--- src/rtl/morse_pkg.sv ---
// Shared definitions for the Morse decoder.
// Assumes nothing beyond IEEE 1800-2017 packages.
package morse_pkg;

    // Kind of element produced by the classifier for one tone.
    typedef enum logic [1:0] {
        ELEM_NONE = 2'd0,
        ELEM_DOT  = 2'd1,
        ELEM_DASH = 2'd2
    } elem_t;

    localparam logic [7:0] ASCII_SPACE   = 8'h20;
    localparam logic [7:0] ASCII_UNKNOWN = 8'h3F;

endpackage

--- src/rtl/morse_edge_timer.sv ---
// Edge detector and run-length counter for the keyed line.
// Counts the cycles spent in the present key level, reports the length of
// each finished tone, and exposes the live length of the present run.
// Assumes key_in is already synchronous to clk.
module morse_edge_timer #(
    parameter int CNT_W = 16
) (
    input  logic             clk,
    input  logic             rst_n,
    input  logic             key_in,
    output logic             key_lvl,
    output logic [CNT_W-1:0] run_len,
    output logic             tone_done,
    output logic [CNT_W-1:0] tone_len
);

    logic key_edge;

    // Purpose: flag a change of level between the input and its registered copy.
    always_comb begin
        key_edge = (key_in != key_lvl);
    end

    // Purpose: register the level, restart the run counter on an edge, latch tone length.
    always_ff @(posedge clk) begin
        if (!rst_n) begin
            key_lvl   <= 1'b0;
            run_len   <= '0;
            tone_done <= 1'b0;
            tone_len  <= '0;
        end else begin
            key_lvl   <= key_in;
            tone_done <= 1'b0;
            if (key_edge) begin
                run_len <= CNT_W'(1);
                if (key_lvl) begin
                    tone_done <= 1'b1;
                    tone_len  <= run_len;
                end
            end else if (run_len != '1) begin
                run_len <= run_len + 1'b1;
            end
        end
    end

    AST_TONE_LEN_NONZERO: assert property (@(posedge clk) disable iff (!rst_n)
        tone_done |-> (tone_len != '0));

endmodule

--- src/rtl/morse_classifier.sv ---
// Adaptive classifier: holds the unit estimate, labels each tone as dot,
// dash or reject, and raises one-cycle events when a gap reaches the
// character or word threshold.
// Assumes UNIT_MIN >= 2 and 6*UNIT_MAX fits in CNT_W bits.
module morse_classifier
    import morse_pkg::*;
#(
    parameter int CNT_W     = 16,
    parameter int UNIT_INIT = 60,
    parameter int UNIT_MIN  = 8,
    parameter int UNIT_MAX  = 2000
) (
    input  logic             clk,
    input  logic             rst_n,
    input  logic             tone_done,
    input  logic [CNT_W-1:0] tone_len,
    input  logic             key_lvl,
    input  logic [CNT_W-1:0] run_len,
    output elem_t            elem,
    output logic             char_end,
    output logic             word_end,
    output logic [CNT_W-1:0] unit
);

    localparam int               TH_W    = CNT_W + 3;
    localparam logic [TH_W-1:0]  MIN_W   = TH_W'(UNIT_MIN);
    localparam logic [TH_W-1:0]  MAX_W   = TH_W'(UNIT_MAX);
    localparam logic [CNT_W-1:0] MIN_C   = CNT_W'(UNIT_MIN);
    localparam logic [CNT_W-1:0] MAX_C   = CNT_W'(UNIT_MAX);
    localparam logic [CNT_W-1:0] INIT_C  = CNT_W'(UNIT_INIT);

    logic [TH_W-1:0]  u_w, len_w, gap_w;
    logic [TH_W-1:0]  th_half, th_dash, th_long, th_word, avg_w;
    logic [CNT_W-1:0] unit_next;
    logic             is_dot, is_dash;

    // Purpose: derive all thresholds from the live unit estimate by shifts and adds.
    always_comb begin
        u_w     = TH_W'(unit);
        len_w   = TH_W'(tone_len);
        gap_w   = TH_W'(run_len);
        th_half = u_w >> 1;
        th_dash = u_w << 1;
        th_long = (u_w << 2) + (u_w << 1);
        th_word = (u_w << 2) + u_w;
    end

    // Purpose: average a fresh dot into the estimate and clamp it to the allowed range.
    always_comb begin
        avg_w = (u_w + len_w) >> 1;
        if (avg_w < MIN_W) begin
            unit_next = MIN_C;
        end else if (avg_w > MAX_W) begin
            unit_next = MAX_C;
        end else begin
            unit_next = avg_w[CNT_W-1:0];
        end
    end

    // Purpose: label a finished tone against the dot and dash windows.
    always_comb begin
        is_dot  = tone_done && (len_w >= th_half) && (len_w < th_dash);
        is_dash = tone_done && (len_w >= th_dash) && (len_w < th_long);
    end

    // Purpose: register element labels, unit updates and gap threshold events.
    always_ff @(posedge clk) begin
        if (!rst_n) begin
            elem     <= ELEM_NONE;
            char_end <= 1'b0;
            word_end <= 1'b0;
            unit     <= INIT_C;
        end else begin
            elem     <= ELEM_NONE;
            char_end <= 1'b0;
            word_end <= 1'b0;
            if (is_dot) begin
                elem <= ELEM_DOT;
                unit <= unit_next;
            end else if (is_dash) begin
                elem <= ELEM_DASH;
            end
            if (!key_lvl) begin
                char_end <= (gap_w == th_dash);
                word_end <= (gap_w == th_word);
            end
        end
    end

    AST_UNIT_RANGE: assert property (@(posedge clk) disable iff (!rst_n)
        (unit >= MIN_C) && (unit <= MAX_C));
    AST_ELEM_AFTER_TONE: assert property (@(posedge clk) disable iff (!rst_n)
        (elem != ELEM_NONE) |-> $past(tone_done));
    AST_GAP_EVENTS_EXCL: assert property (@(posedge clk) disable iff (!rst_n)
        !(char_end && word_end));

endmodule

--- src/rtl/morse_tree_lut.sv ---
// Maps a finished tree index (root 1, dot 2n, dash 2n+1) to ASCII.
// Unlisted indices return '?'. Purely combinational.
module morse_tree_lut
    import morse_pkg::*;
#(
    parameter int IDX_W = 7
) (
    input  logic [IDX_W-1:0] idx,
    output logic [7:0]       ascii
);

    int unsigned iv;

    // Purpose: decode the tree index; letters, digits and three punctuation marks.
    always_comb begin
        iv = 32'(idx);
        case (iv)
            2:  ascii = 8'h45; // E
            3:  ascii = 8'h54; // T
            4:  ascii = 8'h49; // I
            5:  ascii = 8'h41; // A
            6:  ascii = 8'h4E; // N
            7:  ascii = 8'h4D; // M
            8:  ascii = 8'h53; // S
            9:  ascii = 8'h55; // U
            10: ascii = 8'h52; // R
            11: ascii = 8'h57; // W
            12: ascii = 8'h44; // D
            13: ascii = 8'h4B; // K
            14: ascii = 8'h47; // G
            15: ascii = 8'h4F; // O
            16: ascii = 8'h48; // H
            17: ascii = 8'h56; // V
            18: ascii = 8'h46; // F
            20: ascii = 8'h4C; // L
            22: ascii = 8'h50; // P
            23: ascii = 8'h4A; // J
            24: ascii = 8'h42; // B
            25: ascii = 8'h58; // X
            26: ascii = 8'h43; // C
            27: ascii = 8'h59; // Y
            28: ascii = 8'h5A; // Z
            29: ascii = 8'h51; // Q
            32: ascii = 8'h35; // 5
            33: ascii = 8'h34; // 4
            35: ascii = 8'h33; // 3
            39: ascii = 8'h32; // 2
            47: ascii = 8'h31; // 1
            48: ascii = 8'h36; // 6
            56: ascii = 8'h37; // 7
            60: ascii = 8'h38; // 8
            62: ascii = 8'h39; // 9
            63: ascii = 8'h30; // 0
            76: ascii = 8'h3F; // ?
            85: ascii = 8'h2E; // .
            115: ascii = 8'h2C; // ,
            default: ascii = ASCII_UNKNOWN;
        endcase
    end

endmodule

--- src/rtl/morse_assembler.sv ---
// Builds the tree index from elements, emits a character or a space on
// gap events, and writes to the FIFO only when it is not full.
// Assumes an element and a gap event never arrive in the same cycle
// (guaranteed by UNIT_MIN >= 2 in the classifier).
module morse_assembler
    import morse_pkg::*;
#(
    parameter int MAX_ELEMS = 6
) (
    input  logic       clk,
    input  logic       rst_n,
    input  elem_t      elem,
    input  logic       char_end,
    input  logic       word_end,
    input  logic       fifo_full,
    output logic       fifo_wr,
    output logic [7:0] fifo_data,
    output logic       overflow
);

    localparam int IDX_W  = MAX_ELEMS + 1;
    localparam int CNT_EW = $clog2(MAX_ELEMS + 1);

    logic [IDX_W-1:0]  idx;
    logic [CNT_EW-1:0] n_elem;
    logic              too_long, word_pend;
    logic [7:0]        lut_ascii;
    logic              emit_char, emit_space, emit;

    morse_tree_lut #(.IDX_W(IDX_W)) u_lut (
        .idx   (idx),
        .ascii (lut_ascii)
    );

    // Purpose: decide what is due this cycle and gate the write on FIFO space.
    always_comb begin
        emit_char  = char_end && (n_elem != '0);
        emit_space = word_end && word_pend;
        emit       = emit_char || emit_space;
        if (emit_space) begin
            fifo_data = ASCII_SPACE;
        end else if (too_long) begin
            fifo_data = ASCII_UNKNOWN;
        end else begin
            fifo_data = lut_ascii;
        end
        fifo_wr = emit && !fifo_full;
    end

    // Purpose: walk the tree on each element and restart it after a character.
    always_ff @(posedge clk) begin
        if (!rst_n) begin
            idx      <= IDX_W'(1);
            n_elem   <= '0;
            too_long <= 1'b0;
        end else if (emit_char) begin
            idx      <= IDX_W'(1);
            n_elem   <= '0;
            too_long <= 1'b0;
        end else if (elem != ELEM_NONE) begin
            if (n_elem == CNT_EW'(MAX_ELEMS)) begin
                too_long <= 1'b1;
            end else begin
                idx    <= {idx[IDX_W-2:0], (elem == ELEM_DASH)};
                n_elem <= n_elem + 1'b1;
            end
        end
    end

    // Purpose: arm one space after a character, disarm on a new element or the space.
    always_ff @(posedge clk) begin
        if (!rst_n) begin
            word_pend <= 1'b0;
        end else if (emit_char) begin
            word_pend <= 1'b1;
        end else if (emit_space || (elem != ELEM_NONE)) begin
            word_pend <= 1'b0;
        end
    end

    // Purpose: record a byte lost to a full FIFO until the next reset.
    always_ff @(posedge clk) begin
        if (!rst_n) begin
            overflow <= 1'b0;
        end else if (emit && fifo_full) begin
            overflow <= 1'b1;
        end
    end

    AST_OVF_ON_DROP: assert property (@(posedge clk) disable iff (!rst_n)
        (emit && fifo_full) |=> overflow);
    AST_OVF_STICKY: assert property (@(posedge clk) disable iff (!rst_n)
        overflow |=> overflow);
    AST_ELEM_LIMIT: assert property (@(posedge clk) disable iff (!rst_n)
        n_elem <= CNT_EW'(MAX_ELEMS));
    AST_WR_PULSE: assert property (@(posedge clk) disable iff (!rst_n)
        fifo_wr |=> !fifo_wr);

endmodule

--- src/rtl/morse_decoder.sv ---
// Top level of the adaptive Morse decoder: edge timer, adaptive
// classifier and tree assembler in a chain.
// Assumes key_in is synchronous and debounced no further than its own edges.
module morse_decoder
    import morse_pkg::*;
#(
    parameter int CNT_W     = 16,
    parameter int UNIT_INIT = 60,
    parameter int UNIT_MIN  = 8,
    parameter int UNIT_MAX  = 2000,
    parameter int MAX_ELEMS = 6
) (
    input  logic       clk,
    input  logic       rst_n,
    input  logic       key_in,
    input  logic       fifo_full,
    output logic       fifo_wr,
    output logic [7:0] fifo_data,
    output logic       overflow
);

    logic             key_lvl, tone_done, char_end, word_end;
    logic [CNT_W-1:0] run_len, tone_len, unit;
    elem_t            elem;

    morse_edge_timer #(.CNT_W(CNT_W)) u_timer (
        .clk       (clk),
        .rst_n     (rst_n),
        .key_in    (key_in),
        .key_lvl   (key_lvl),
        .run_len   (run_len),
        .tone_done (tone_done),
        .tone_len  (tone_len)
    );

    morse_classifier #(
        .CNT_W     (CNT_W),
        .UNIT_INIT (UNIT_INIT),
        .UNIT_MIN  (UNIT_MIN),
        .UNIT_MAX  (UNIT_MAX)
    ) u_class (
        .clk       (clk),
        .rst_n     (rst_n),
        .tone_done (tone_done),
        .tone_len  (tone_len),
        .key_lvl   (key_lvl),
        .run_len   (run_len),
        .elem      (elem),
        .char_end  (char_end),
        .word_end  (word_end),
        .unit      (unit)
    );

    morse_assembler #(.MAX_ELEMS(MAX_ELEMS)) u_asm (
        .clk       (clk),
        .rst_n     (rst_n),
        .elem      (elem),
        .char_end  (char_end),
        .word_end  (word_end),
        .fifo_full (fifo_full),
        .fifo_wr   (fifo_wr),
        .fifo_data (fifo_data),
        .overflow  (overflow)
    );

endmodule

--- config.mk ---
export PLATFORM = sky130hd
export DESIGN_NAME = morse_decoder
export DESIGN_NICKNAME = d
export VERILOG_FILES = /design/src/rtl/morse_pkg.sv /design/src/rtl/morse_edge_timer.sv /design/src/rtl/morse_classifier.sv /design/src/rtl/morse_tree_lut.sv /design/src/rtl/morse_assembler.sv /design/src/rtl/morse_decoder.sv
export SDC_FILE = /design/constraint.sdc
export NUM_CORES = 1
export LEC_CHECK = 0
export CORE_MARGIN = 2
export CORE_UTILIZATION = 40
export CTS_CLUSTER_DIAMETER = 50
export DETAILED_ROUTE_END_ITERATION = 8
export HOLD_SLACK_MARGIN = 0.05
export PLACE_DENSITY_LB_ADDON = 0.25
export SLEW_MARGIN = 20
export SYNTH_ARGS = -nofsm -noshare
export SYNTH_HDL_FRONTEND = slang
export SYNTH_HIERARCHICAL = 1
export SYNTH_SLANG_ARGS = --single-unit
export TNS_END_PERCENT = 10
--- constraint.sdc ---
create_clock -name clk -period 6.1 [get_ports clk]
set_clock_uncertainty 0.2 [all_clocks]
set_input_delay 1.22 -clock clk [delete_from_list [all_inputs] [get_ports clk]]
set_output_delay 1.22 -clock clk [all_outputs]
set_load 0.01 [all_outputs]
After elaboration in Yosys (flattened, before gate mapping)
Memories as Yosys holds them, arrays and structs flattened. A register that Yosys moved wholly into a read port is not among the register bits.
Index checks and enable logic that the tools add are counted.
{"block": "totals", "register_bits": 67, "latch_bits": 0, "ram_bits": 0, "rom_bits": 896, "inputBits": 4, "out_inout_bits": 10, "wordCells": 71, "mem_count": 1}
{"block": "op_classes", "n_addsub": 5, "n_mul": 0, "n_div": 0, "order_cmp": 6, "eq_ne": 6, "shift": 0, "n_mux": 13, "bitwise_logic": 2, "n_reduce_logical": 23}
{"name": "(no name shown)", "words": 128, "width": 7, "rd": 1, "rd_clocked_by_memory_dff": 1, "wr": 0, "line": "morse_tree_lut.sv:17", "rtl": "case (iv)"}
{"operator": "$mux 16", "count": 2}
{"operator": "$add 18x16->19", "count": 1}
{"operator": "$add 18x17->19", "count": 1}
{"operator": "$eq 16x19->1", "count": 1}
{"operator": "$lt 16x19->1", "count": 1}
{"operator": "$gt 18x11->1 const B", "count": 1}
{"operator": "$lt 18x4->1 const B", "count": 1}
{"operator": "$add 16x16->17", "count": 1}
{"operator": "$eq 16x17->1", "count": 1}
{"operator": "$ge 16x17->1", "count": 1}
{"operator": "$lt 16x17->1", "count": 1}
{"operator": "$add 16x1->16 const B", "count": 1}
{"operator": "$ge 16x15->1", "count": 1}
{"operator": "$mux 8", "count": 2}
{"operator": "$ne 16x16->1 const B", "count": 1}
{"operator": "$mux 7", "count": 2}
{"operator": "$logic_and 1x1->1", "count": 8}
{"operator": "$reduce_and 2->1", "count": 4}
{"operator": "$reduce_or 2->1", "count": 4}
{"operator": "$mux 1", "count": 6}
{"operator": "$reduce_bool 2->1", "count": 3}
{"operator": "$add 3x1->3 const B", "count": 1}
{"operator": "$eq 3x3->1 const B", "count": 1}
{"operator": "$reduce_bool 3->1", "count": 1}
{"operator": "other kinds (6)", "count": 8}

Longest topological paths before layout
Gate-level depths: netlist of the first run.
{"block": "depth", "ltp_word": 5, "mapped_depth": 18, "mapped_depth_nobuf": 18}

Modules after synthesis
Netlist of the first run, hierarchy kept.
{"mod": "morse_classifier", "n_inst": 1, "cells_per_inst": 517, "area_per_inst_um2": 4245.3, "seq_area_each_um2": 400.4}
{"mod": "morse_edge_timer", "n_inst": 1, "cells_per_inst": 151, "area_per_inst_um2": 1448.9, "seq_area_each_um2": 680.7}
{"mod": "morse_tree_lut", "n_inst": 1, "cells_per_inst": 93, "area_per_inst_um2": 669.4, "seq_area_each_um2": 0.0}
{"mod": "morse_assembler", "n_inst": 1, "cells_per_inst": 75, "area_per_inst_um2": 616.8, "seq_area_each_um2": 260.2}

Least setup slack after synthesis of the first run
No wires, ideal clock.
{"block": "synth_timing", "path_type": "flip-flop to flip-flop", "from": "register u_class.unit[1]", "to": "register u_class.elem[1]", "setup_ns": 0.074, "arrival_ns": 3.422, "t_required_ns": 5.826, "slack_ns": 2.404, "path_stages_with_launch": 19, "path_buffers": 0, "synth_period_minus_slack_ns": 3.696, "cell_sequence": "dfxtp_1 ha_1 fa_1 a211oi_1 o21bai_1 a21o_1 a21oi_1 o21ba_2 o21bai_1 a21oi_1 xor2_1 ha_1 a21o_1 a21o_1 a21oi_1 a21boi_0 o221ai_1 a31oi_1 a31oi_1"}
{"block": "synth_between", "elab_chain_len": 4, "word_cells_on_any_way": 11, "classes_between": "add/sub (1); order compare (4); mux (1); reduce/logical (5)"}
{"item": "from (decl)", "line": "morse_classifier.sv:22", "rtl": "output logic [CNT_W-1:0] unit"}
{"item": "from (signal assigned)", "line": "morse_classifier.sv:79", "rtl": "unit <= unit_next;"}
{"item": "$add 18x17->19 (tied with other cells)", "line": "morse_classifier.sv:44", "rtl": "th_long = (u_w << 2) + (u_w << 1);"}
{"item": "$lt 16x19->1 (tied with other cells)", "line": "morse_classifier.sv:63", "rtl": "is_dash = tone_done && (len_w >= th_dash) && (len_w < th_long);"}
{"item": "$logic_and 1x1->1 (on tied branches)", "line": "morse_classifier.sv:63, morse_classifier.sv:62"}
{"item": "$mux 2 / $reduce_or 2->1 (equally long branches)"}
{"item": "to (signal assigned)", "line": "morse_classifier.sv:69", "rtl": "elem <= ELEM_NONE;"}
{"item": "to (signal assigned)", "line": "morse_classifier.sv:78", "rtl": "elem <= ELEM_DOT;"}
{"item": "to (signal assigned)", "line": "morse_classifier.sv:81", "rtl": "elem <= ELEM_DASH;"}
{"item": "to (decl)", "line": "morse_classifier.sv:19", "rtl": "output elem_t elem,"}
Several ways; a longest one is shown, not always the timed one.
A chain may end at the register's enable or synchronous reset.

==> impl_metrics.env, run 1 <==
export IMPL_result_of_the_run="finished clean"
export IMPL_power_sequential_fraction=0.448
export IMPL_setup_tns_final_ns=0
export IMPL_first_global_vias=5613
export IMPL_grtUsageTotal=0.1939
export IMPL_holdBufCountCts=0
export IMPL_post_dp_hpwl_microns=13120
export IMPL_grt_start_max_net_pins=36
export IMPL_grt_overflow_total=0
export IMPL_synthesis_instances=836
export IMPL_critPathMaxStageDelay_ns=0.94
export IMPL_finalSetupViolations=0
export IMPL_yosysSeqAreaShare=0.1921
export IMPL_clk_root_buffer_cell="sky130_fd_sc_hd__clkbuf_16"
export IMPL_clock_power_share=0.523
export IMPL_route_antenna_remaining_nets=0
export IMPL_worst_slew_pin_transition_ns=0.9976
export IMPL_grt_antenna_before_repair=0
export IMPL_cpLargestDelayFamily="flip-flops"
export IMPL_timing_final_crit_share=0.7165
export IMPL_grt_pass1_wl_microns=28930
export IMPL_syn_cell_area_sq_um=6980
export IMPL_initial_core_util=0.4064
export IMPL_timing_critical_path_required_ns=4.68
export IMPL_post_synth_cell_area_avg_sq_um=8.350
export IMPL_avgViaCountPerCell=5.716
export IMPL_dpl_cell_area_sq_um=7264
export IMPL_critical_path_slowest_cell="sky130_fd_sc_hd__dfxtp_1"
export IMPL_die_w_microns=136.1
export IMPL_crit_path_max_fanout=29
export IMPL_synth_top_cells_by_area="sky130_fd_sc_hd__dfxtp_1 19%, sky130_fd_sc_hd__ha_1 18%, sky130_fd_sc_hd__xnor2_1 4.9%, sky130_fd_sc_hd__a21oi_1 4.6%, sky130_fd_sc_hd__mux2i_1 4.0%"
export IMPL_sum_of_met2_wire_segment_lengths_after_detailed_routing_microns=7675
export IMPL_drtPass1Iterations=5
export IMPL_routed_met3_length_microns=563
export IMPL_setup_reg_to_reg_worst_slack_ns=1.94
export IMPL_min_path_type="flip-flop to flip-flop"
export IMPL_cp_num_buf_inv=2
export IMPL_drt_total_wl_microns=17180
export IMPL_cap_violations=0
export IMPL_timing_worst_setup_path_type="flip-flop to primary output"
export IMPL_detail_route_drc_violations=0
export IMPL_internal_power_contribution_uw=787.2
export IMPL_h_tree_depth=3
export IMPL_flow_area_growth_from_synthesis_pct=8.299
export IMPL_cellLeakagePower_nw=3.025
export IMPL_clock_latency_ns=0.33
export IMPL_post_route_cell_area_sq_um=7560
export IMPL_first_iter_violations=308
export IMPL_yosys_cell_types_count=85
export IMPL_filler_cell_count=1779
export IMPL_synth_top_cell_by_area="sky130_fd_sc_hd__dfxtp_1"
export IMPL_wl_per_cell_microns=16.12
export IMPL_rows=48
export IMPL_ys_ff_latch=67
export IMPL_rsz0062_at_grt="no"
export IMPL_max_vdd_ir_drop_v=0.0001297
export IMPL_most_used_flip_flop_cell_after_synthesis="sky130_fd_sc_hd__dfxtp_1"
export IMPL_setup_worst_path_start_class="flip-flop"
export IMPL_core_area_sq_um=17180
export IMPL_fmax_mhz=228.8
export IMPL_numPortBuffers=12
export IMPL_crit_path_cell_trace="inv_1, mux4_2, a221oi_1, o21a_1, clkdlybuf4s50_1"
export IMPL_wl_met1_microns=8736
export IMPL_fp_dieArea_sq_um=18520
export IMPL_comb_power_share=0.029
export IMPL_final_layout_size_suffix_gt1_frac=0.06302
export IMPL_timing_slew_headroom=0.3349
export IMPL_synthesis_yosys_warnings=6
export IMPL_clock_tree_buffer_depth=2
export IMPL_synthesis_nets=945
export IMPL_final_max_slew_violation_count=0
export IMPL_worstSetupEndpointType="primary output"
export IMPL_pwr_dens_nw_per_um2=131.3
export IMPL_cts_setup_buffers=0
export IMPL_route_vias_total=6093
export IMPL_arrival_ns=2.95
export IMPL_topRoutingLayerUsed="met4"
export IMPL_cts_buffers=9
export IMPL_clk_pin_slew_worst_paths_ns=0.05
export IMPL_switching_power_uw=205.5
export IMPL_die_height_microns=136.1
export IMPL_asyncSetResetFlopFracSynth=0
export IMPL_synth_edff_count=0
export IMPL_most_used_standard_cell_by_instance_count_after_synthesis="sky130_fd_sc_hd__ha_1"
export IMPL_gp_weighted_congestion=0.8599
export IMPL_finalHoldViolCount=0
export IMPL_ioPinCount=14
export IMPL_synth_top_area_frac=0.1921
export IMPL_clock_tree_from_tritoncts="yes"
export IMPL_finalNetCount=946
export IMPL_cts_num_sinks=67
export IMPL_power_switching_share=0.2070
export IMPL_final_min_clock_period_ns=4.371
export IMPL_antenna_cells_inserted=0
export IMPL_synth_cells_most_frequent="102 x sky130_fd_sc_hd__ha_1, 67 x sky130_fd_sc_hd__dfxtp_1, 64 x sky130_fd_sc_hd__a21oi_1, 57 x sky130_fd_sc_hd__nand2_1, 47 x sky130_fd_sc_hd__inv_1"
export IMPL_post_cts_resized_instances=0
## power groups by stage
stage	registers [mW]	logic [mW]	clock network [mW]
floorplan	0.452	0.0200	0
CTS	0.445	0.0286	0.530
detailed placement	0.454	0.0284	0
finish	0.445	0.0286	0.519
global route	0.445	0.0312	0.546
global placement	0.454	0.0282	0
## layout by cell type (no fill, tap or decap), types with 4 or more instances in the layout
cell type,count
sky130_fd_sc_hd__ha_1,102
sky130_fd_sc_hd__dfxtp_1,67
sky130_fd_sc_hd__a21oi_1,64
sky130_fd_sc_hd__nand2_1,57
sky130_fd_sc_hd__inv_1,47
sky130_fd_sc_hd__xnor2_1,39
sky130_fd_sc_hd__o21ai_0,36
sky130_fd_sc_hd__nor2_1,36
sky130_fd_sc_hd__mux2i_1,28
sky130_fd_sc_hd__nor2b_1,22
sky130_fd_sc_hd__nand3_1,22
sky130_fd_sc_hd__xor2_1,22
sky130_fd_sc_hd__nand4_1,20
sky130_fd_sc_hd__a21o_1,18
sky130_fd_sc_hd__o21a_1,17
sky130_fd_sc_hd__a31oi_1,17
sky130_fd_sc_hd__nor3_1,14
sky130_fd_sc_hd__a211oi_1,13
sky130_fd_sc_hd__clkdlybuf4s50_1,12
sky130_fd_sc_hd__nand2b_1,11
sky130_fd_sc_hd__o211ai_1,11
sky130_fd_sc_hd__clkbuf_16,9
sky130_fd_sc_hd__or3_1,9
sky130_fd_sc_hd__and3_1,9
sky130_fd_sc_hd__nor4_1,8
sky130_fd_sc_hd__o31ai_1,7
sky130_fd_sc_hd__o21bai_1,7
sky130_fd_sc_hd__nand3b_1,6
sky130_fd_sc_hd__and2_1,5
sky130_fd_sc_hd__or4_1,5
sky130_fd_sc_hd__buf_4,4
sky130_fd_sc_hd__a2111oi_2,4
sky130_fd_sc_hd__o41ai_1,4
sky130_fd_sc_hd__a221oi_1,4
## metal layers
layer / vias to the layer above / global-route usage
met5: - / 0
met4: 0 / 0.04861
met3: 12 / 0.03057
met2: 91 / 0.3090
met1: 2847 / 0.2727
li1: 3143 / -
## stage by stage
step	worst slack (ns)	cells	power (mW)	hold slack, ns	utilization
final	1.729	1066	0.9927	0.2643	0.4401
after global routing	1.472	1066	1.022	0.2901	0.4401
after CTS	1.691	1066	1.003	0.2629	0.4401
after detailed placement	1.969	1051	0.4825	0.2578	0.4229
after global placement	2.049	1051	0.4820	0.2605	0.4229
after floorplan	2.404	836	0.4721	0.2276	-
## worst min-delay path, stage by stage, from the launching register on
cell and delay (ns):
sky130_fd_sc_hd__dfxtp_1 0.31, sky130_fd_sc_hd__nand4_1 0.07, sky130_fd_sc_hd__a31oi_1 0.04
## layout make-up
type                    instances  area, sq um  area share
flip-flops and latches         67         1341      0.1774
inverters                      47        176.4     0.02334
clock buffers                  13        260.3     0.03443
clock inverters                 2        35.03    0.004634
repair buffers                 16        150.1     0.01986
multi-input cells             696         5315      0.7031
well taps                     225        281.5     0.03724
## flip-flops by register name, indices dropped and copies added (netlist names), 2 cells and up
| name | count |
|---|---|
| u_asm/n_elem | 3 |
| u_asm/idx | 7 |
| u_timer/tone_len | 16 |
| u_class/unit | 16 |
| u_timer/run_len | 16 |
| u_class/elem | 2 |
## final timing paths
kind,from,end,cells past startpoint
max,u_asm/idx[3],fifo_data[1],5
min,u_timer/tone_done,u_class/elem[1],2
max reg2reg,u_class/unit[1],u_class/elem[1],18
min reg2reg,u_timer/tone_done,u_class/elem[1],2
## cells by family after synthesis
kind of cell               count (synthesis)  share of synthesized area
and+or+nand+nor                          245                     0.1902
DFF                                       67                     0.1921
buffers and inverters                     73                    0.04642
adders and majority gates                105                     0.1914
muxes                                     32                    0.04983
xor gates and xnor gates                  61                    0.07654
other                                      1                  0.0005372
AOI/OAI and AO/OA                        252                     0.2529
Power figures use the tool's default switching activity.
==> inputs of run 2 (changes only) <==
- clock period: 6.1 -> 3.5 ns (I/O delays scaled with it)
==> impl_metrics.env, run 2 (synthesized netlist as in run 1, its figures left out) <==
export IMPL_result_of_the_run="finished with violations"
export IMPL_failed_checks="negative setup slack"
export IMPL_biggestRegsByFlops="u_class/unit (16), u_timer/run_len (16), u_timer/tone_len (16)"
export IMPL_fp_dieArea_sq_um=18520
export IMPL_filler_cell_count=1685
export IMPL_p_total_mw=1.911
export IMPL_place_detailed_instances=1095
export IMPL_first_iter_violations=430
export IMPL_rr_endpoint="u_class/elem[1]"
export IMPL_rows=48
export IMPL_cts_num_sinks=67
export IMPL_post_dp_hpwl_microns=13740
export IMPL_holdBufCountCts=0
export IMPL_clock_tree_buffer_depth=2
export IMPL_wl_per_cell_microns=16.26
export IMPL_pwr_dens_nw_per_um2=233.3
export IMPL_first_global_vias=5882
export IMPL_hold_sp="u_timer/key_lvl"
export IMPL_min_path_type="flip-flop to flip-flop"
export IMPL_finalSetupViolations=1
export IMPL_grt_pass1_wl_microns=30300
export IMPL_detail_route_drc_violations=0
export IMPL_final_max_slew_violation_count=0
export IMPL_h_tree_depth=3
export IMPL_hold_path_endpoint="u_timer/tone_done"
export IMPL_drtPass1Iterations=4
export IMPL_route_vias_total=6336
export IMPL_post_layout_nonfiller_instances=1121
export IMPL_grt_overflow_total=0
export IMPL_worst_slew_pin_transition_ns=0.6840
export IMPL_route_antenna_remaining_nets=0
export IMPL_finalNetCount=1000
export IMPL_numPortBuffers=12
export IMPL_final_setup_worst_slack_ns=-0.06744
export IMPL_cellLeakagePower_nw=3.322
export IMPL_clk_root_buffer_cell="sky130_fd_sc_hd__clkbuf_16"
export IMPL_clock_tree_from_tritoncts="yes"
export IMPL_fmax_mhz=280.3
export IMPL_clk_pin_slew_worst_paths_ns=0.06
export IMPL_timing_critical_path_required_ns=3.58
export IMPL_max_vdd_ir_drop_v=0.0002917
export IMPL_final_layout_size_suffix_gt1_frac=0.1484
export IMPL_worst_r2r_path_depth=18
export IMPL_ioPinCount=14
export IMPL_timing_final_crit_share=1.019
export IMPL_grt_antenna_before_repair=0
export IMPL_wl_met1_microns=9095
export IMPL_clock_latency_ns=0.35
export IMPL_cap_violations=0
export IMPL_topRoutingLayerUsed="met4"
export IMPL_mostFrequentLayoutCell="sky130_fd_sc_hd__ha_1"
export IMPL_drt_total_wl_microns=18230
export IMPL_sum_of_met2_wire_segment_lengths_after_detailed_routing_microns=8152
export IMPL_crit_path_max_fanout=3
export IMPL_timing_hold_worst_path_depth=2
export IMPL_grtUsageTotal=0.2053
export IMPL_arrival_ns=3.65
export IMPL_avgViaCountPerCell=5.652
export IMPL_cts_buffers=9
export IMPL_worstSetupEndpointType="flip-flop"
export IMPL_core_area_sq_um=17180
export IMPL_antenna_cells_inserted=0
export IMPL_setup_reg_to_reg_worst_slack_ns=-0.07
export IMPL_flow_area_growth_from_synthesis_pct=17.33
export IMPL_initial_core_util=0.4064
export IMPL_finalHoldViolCount=0
export IMPL_highest_count_cells_in_the_layout_ignoring_fill_and_taps="98 x sky130_fd_sc_hd__ha_1, 63 x sky130_fd_sc_hd__dfxtp_1, 61 x sky130_fd_sc_hd__a21oi_1"
export IMPL_gp_weighted_congestion=0.8510
export IMPL_final_min_clock_period_ns=3.567
export IMPL_worstReg2RegStart="u_class/unit[1]"
export IMPL_timing_worst_setup_path_type="flip-flop to flip-flop"
export IMPL_routed_met3_length_microns=783
export IMPL_rsz0062_at_grt="yes"
export IMPL_die_height_microns=136.1
export IMPL_setup_worst_path_start_class="flip-flop"
export IMPL_grt_start_max_net_pins=35
export IMPL_die_w_microns=136.1
export IMPL_timing_slew_headroom=0.5398
-- run 2: cell types whose count changed in the layout (fill, tap and decap cells not counted), sizes merged --
cell      delta
buf         +54
bufinv       +2
clkbuf       -3
clkinv       -1
clkinvlp     +3
-- run 2: timing repair --
item | in CTS | in global routing
setup buffers | 9 | 1
setup endpoints to repair | 4 | 13
gates resized for setup | 9 | 19
endpoints found under the hold margin | 0 | 0
pin swaps | 15 | 8
-- run 2: layout make-up --
| class | count | area (sq um) | share of cell area |
|---|---|---|---|
| timing repair buffer | 70 | 575.6 | 0.07027 |
| inverter | 47 | 176.4 | 0.02154 |
| tap | 225 | 281.5 | 0.03437 |
| sequential | 67 | 1346 | 0.1644 |
| clock buffer | 10 | 239.0 | 0.02918 |
| multi-input combinational | 696 | 5459 | 0.6665 |
| clock inverter | 6 | 112.6 | 0.01375 |
-- run 2: worst max-delay path, cell delays in order (launching register included) --
cell                       delay [ns]
sky130_fd_sc_hd__dfxtp_2         0.33
sky130_fd_sc_hd__buf_4           0.14
sky130_fd_sc_hd__fa_2            0.42
sky130_fd_sc_hd__a211oi_2        0.20
sky130_fd_sc_hd__o21bai_1        0.09
sky130_fd_sc_hd__a21o_1          0.19
sky130_fd_sc_hd__a21oi_2         0.17
sky130_fd_sc_hd__o21ba_2         0.17
sky130_fd_sc_hd__o21bai_1        0.06
sky130_fd_sc_hd__a21oi_1         0.16
sky130_fd_sc_hd__xor2_1          0.17
sky130_fd_sc_hd__ha_1            0.26
sky130_fd_sc_hd__a21o_1          0.16
sky130_fd_sc_hd__a21o_1          0.19
sky130_fd_sc_hd__a21oi_2         0.14
sky130_fd_sc_hd__a21boi_1        0.07
sky130_fd_sc_hd__o221ai_1        0.17
sky130_fd_sc_hd__a31oi_1         0.07
sky130_fd_sc_hd__a31oi_1         0.13
-- run 2: power breakdown --
part	internal (mW)	switching [mW]	total [mW]
Clock	0.715	0.365	1.08
Combinational	0.0240	0.0381	0.0622
Sequential	0.766	0.00237	0.769
Total	1.51	0.406	1.91
-- run 2: how the worst max path moves through the flow --
stage | start | end | slack [ns]
after CTS | u_class/unit[1] | u_class/elem[1] | -0.04
after detailed placement | u_class/unit[1] | u_class/elem[1] | -0.16
after global routing | u_class/unit[1] | u_class/elem[1] | -0.32
after floorplan | u_class/unit[1] | u_class/elem[1] | 0.004
final | u_class/unit[1] | u_class/elem[1] | -0.07
after global placement | u_class/unit[1] | u_class/elem[1] | -0.14
-- run 2: per-layer routing --
layer	up-vias	track usage
met2	128	0.3269
met5	-	0
met1	2950	0.2877
met3	12	0.03505
met4	0	0.05093
li1	3246	-
-- run 2: per-stage QoR --
step	setup WS, ns	area (sq um)	setup TNS, ns	utilization	hold WS, ns
after floorplan	0.004265	6990	0	-	0.2276
after global placement	-0.1433	7617	-0.1433	0.4435	0.2666
after detailed placement	-0.1627	7617	-0.1627	0.4435	0.2719
after CTS	-0.04296	8074	-0.05684	0.4701	0.2804
after global routing	-0.3189	8190	-0.3798	0.4768	0.2921
final	-0.06744	8190	-0.06744	0.4768	0.2805
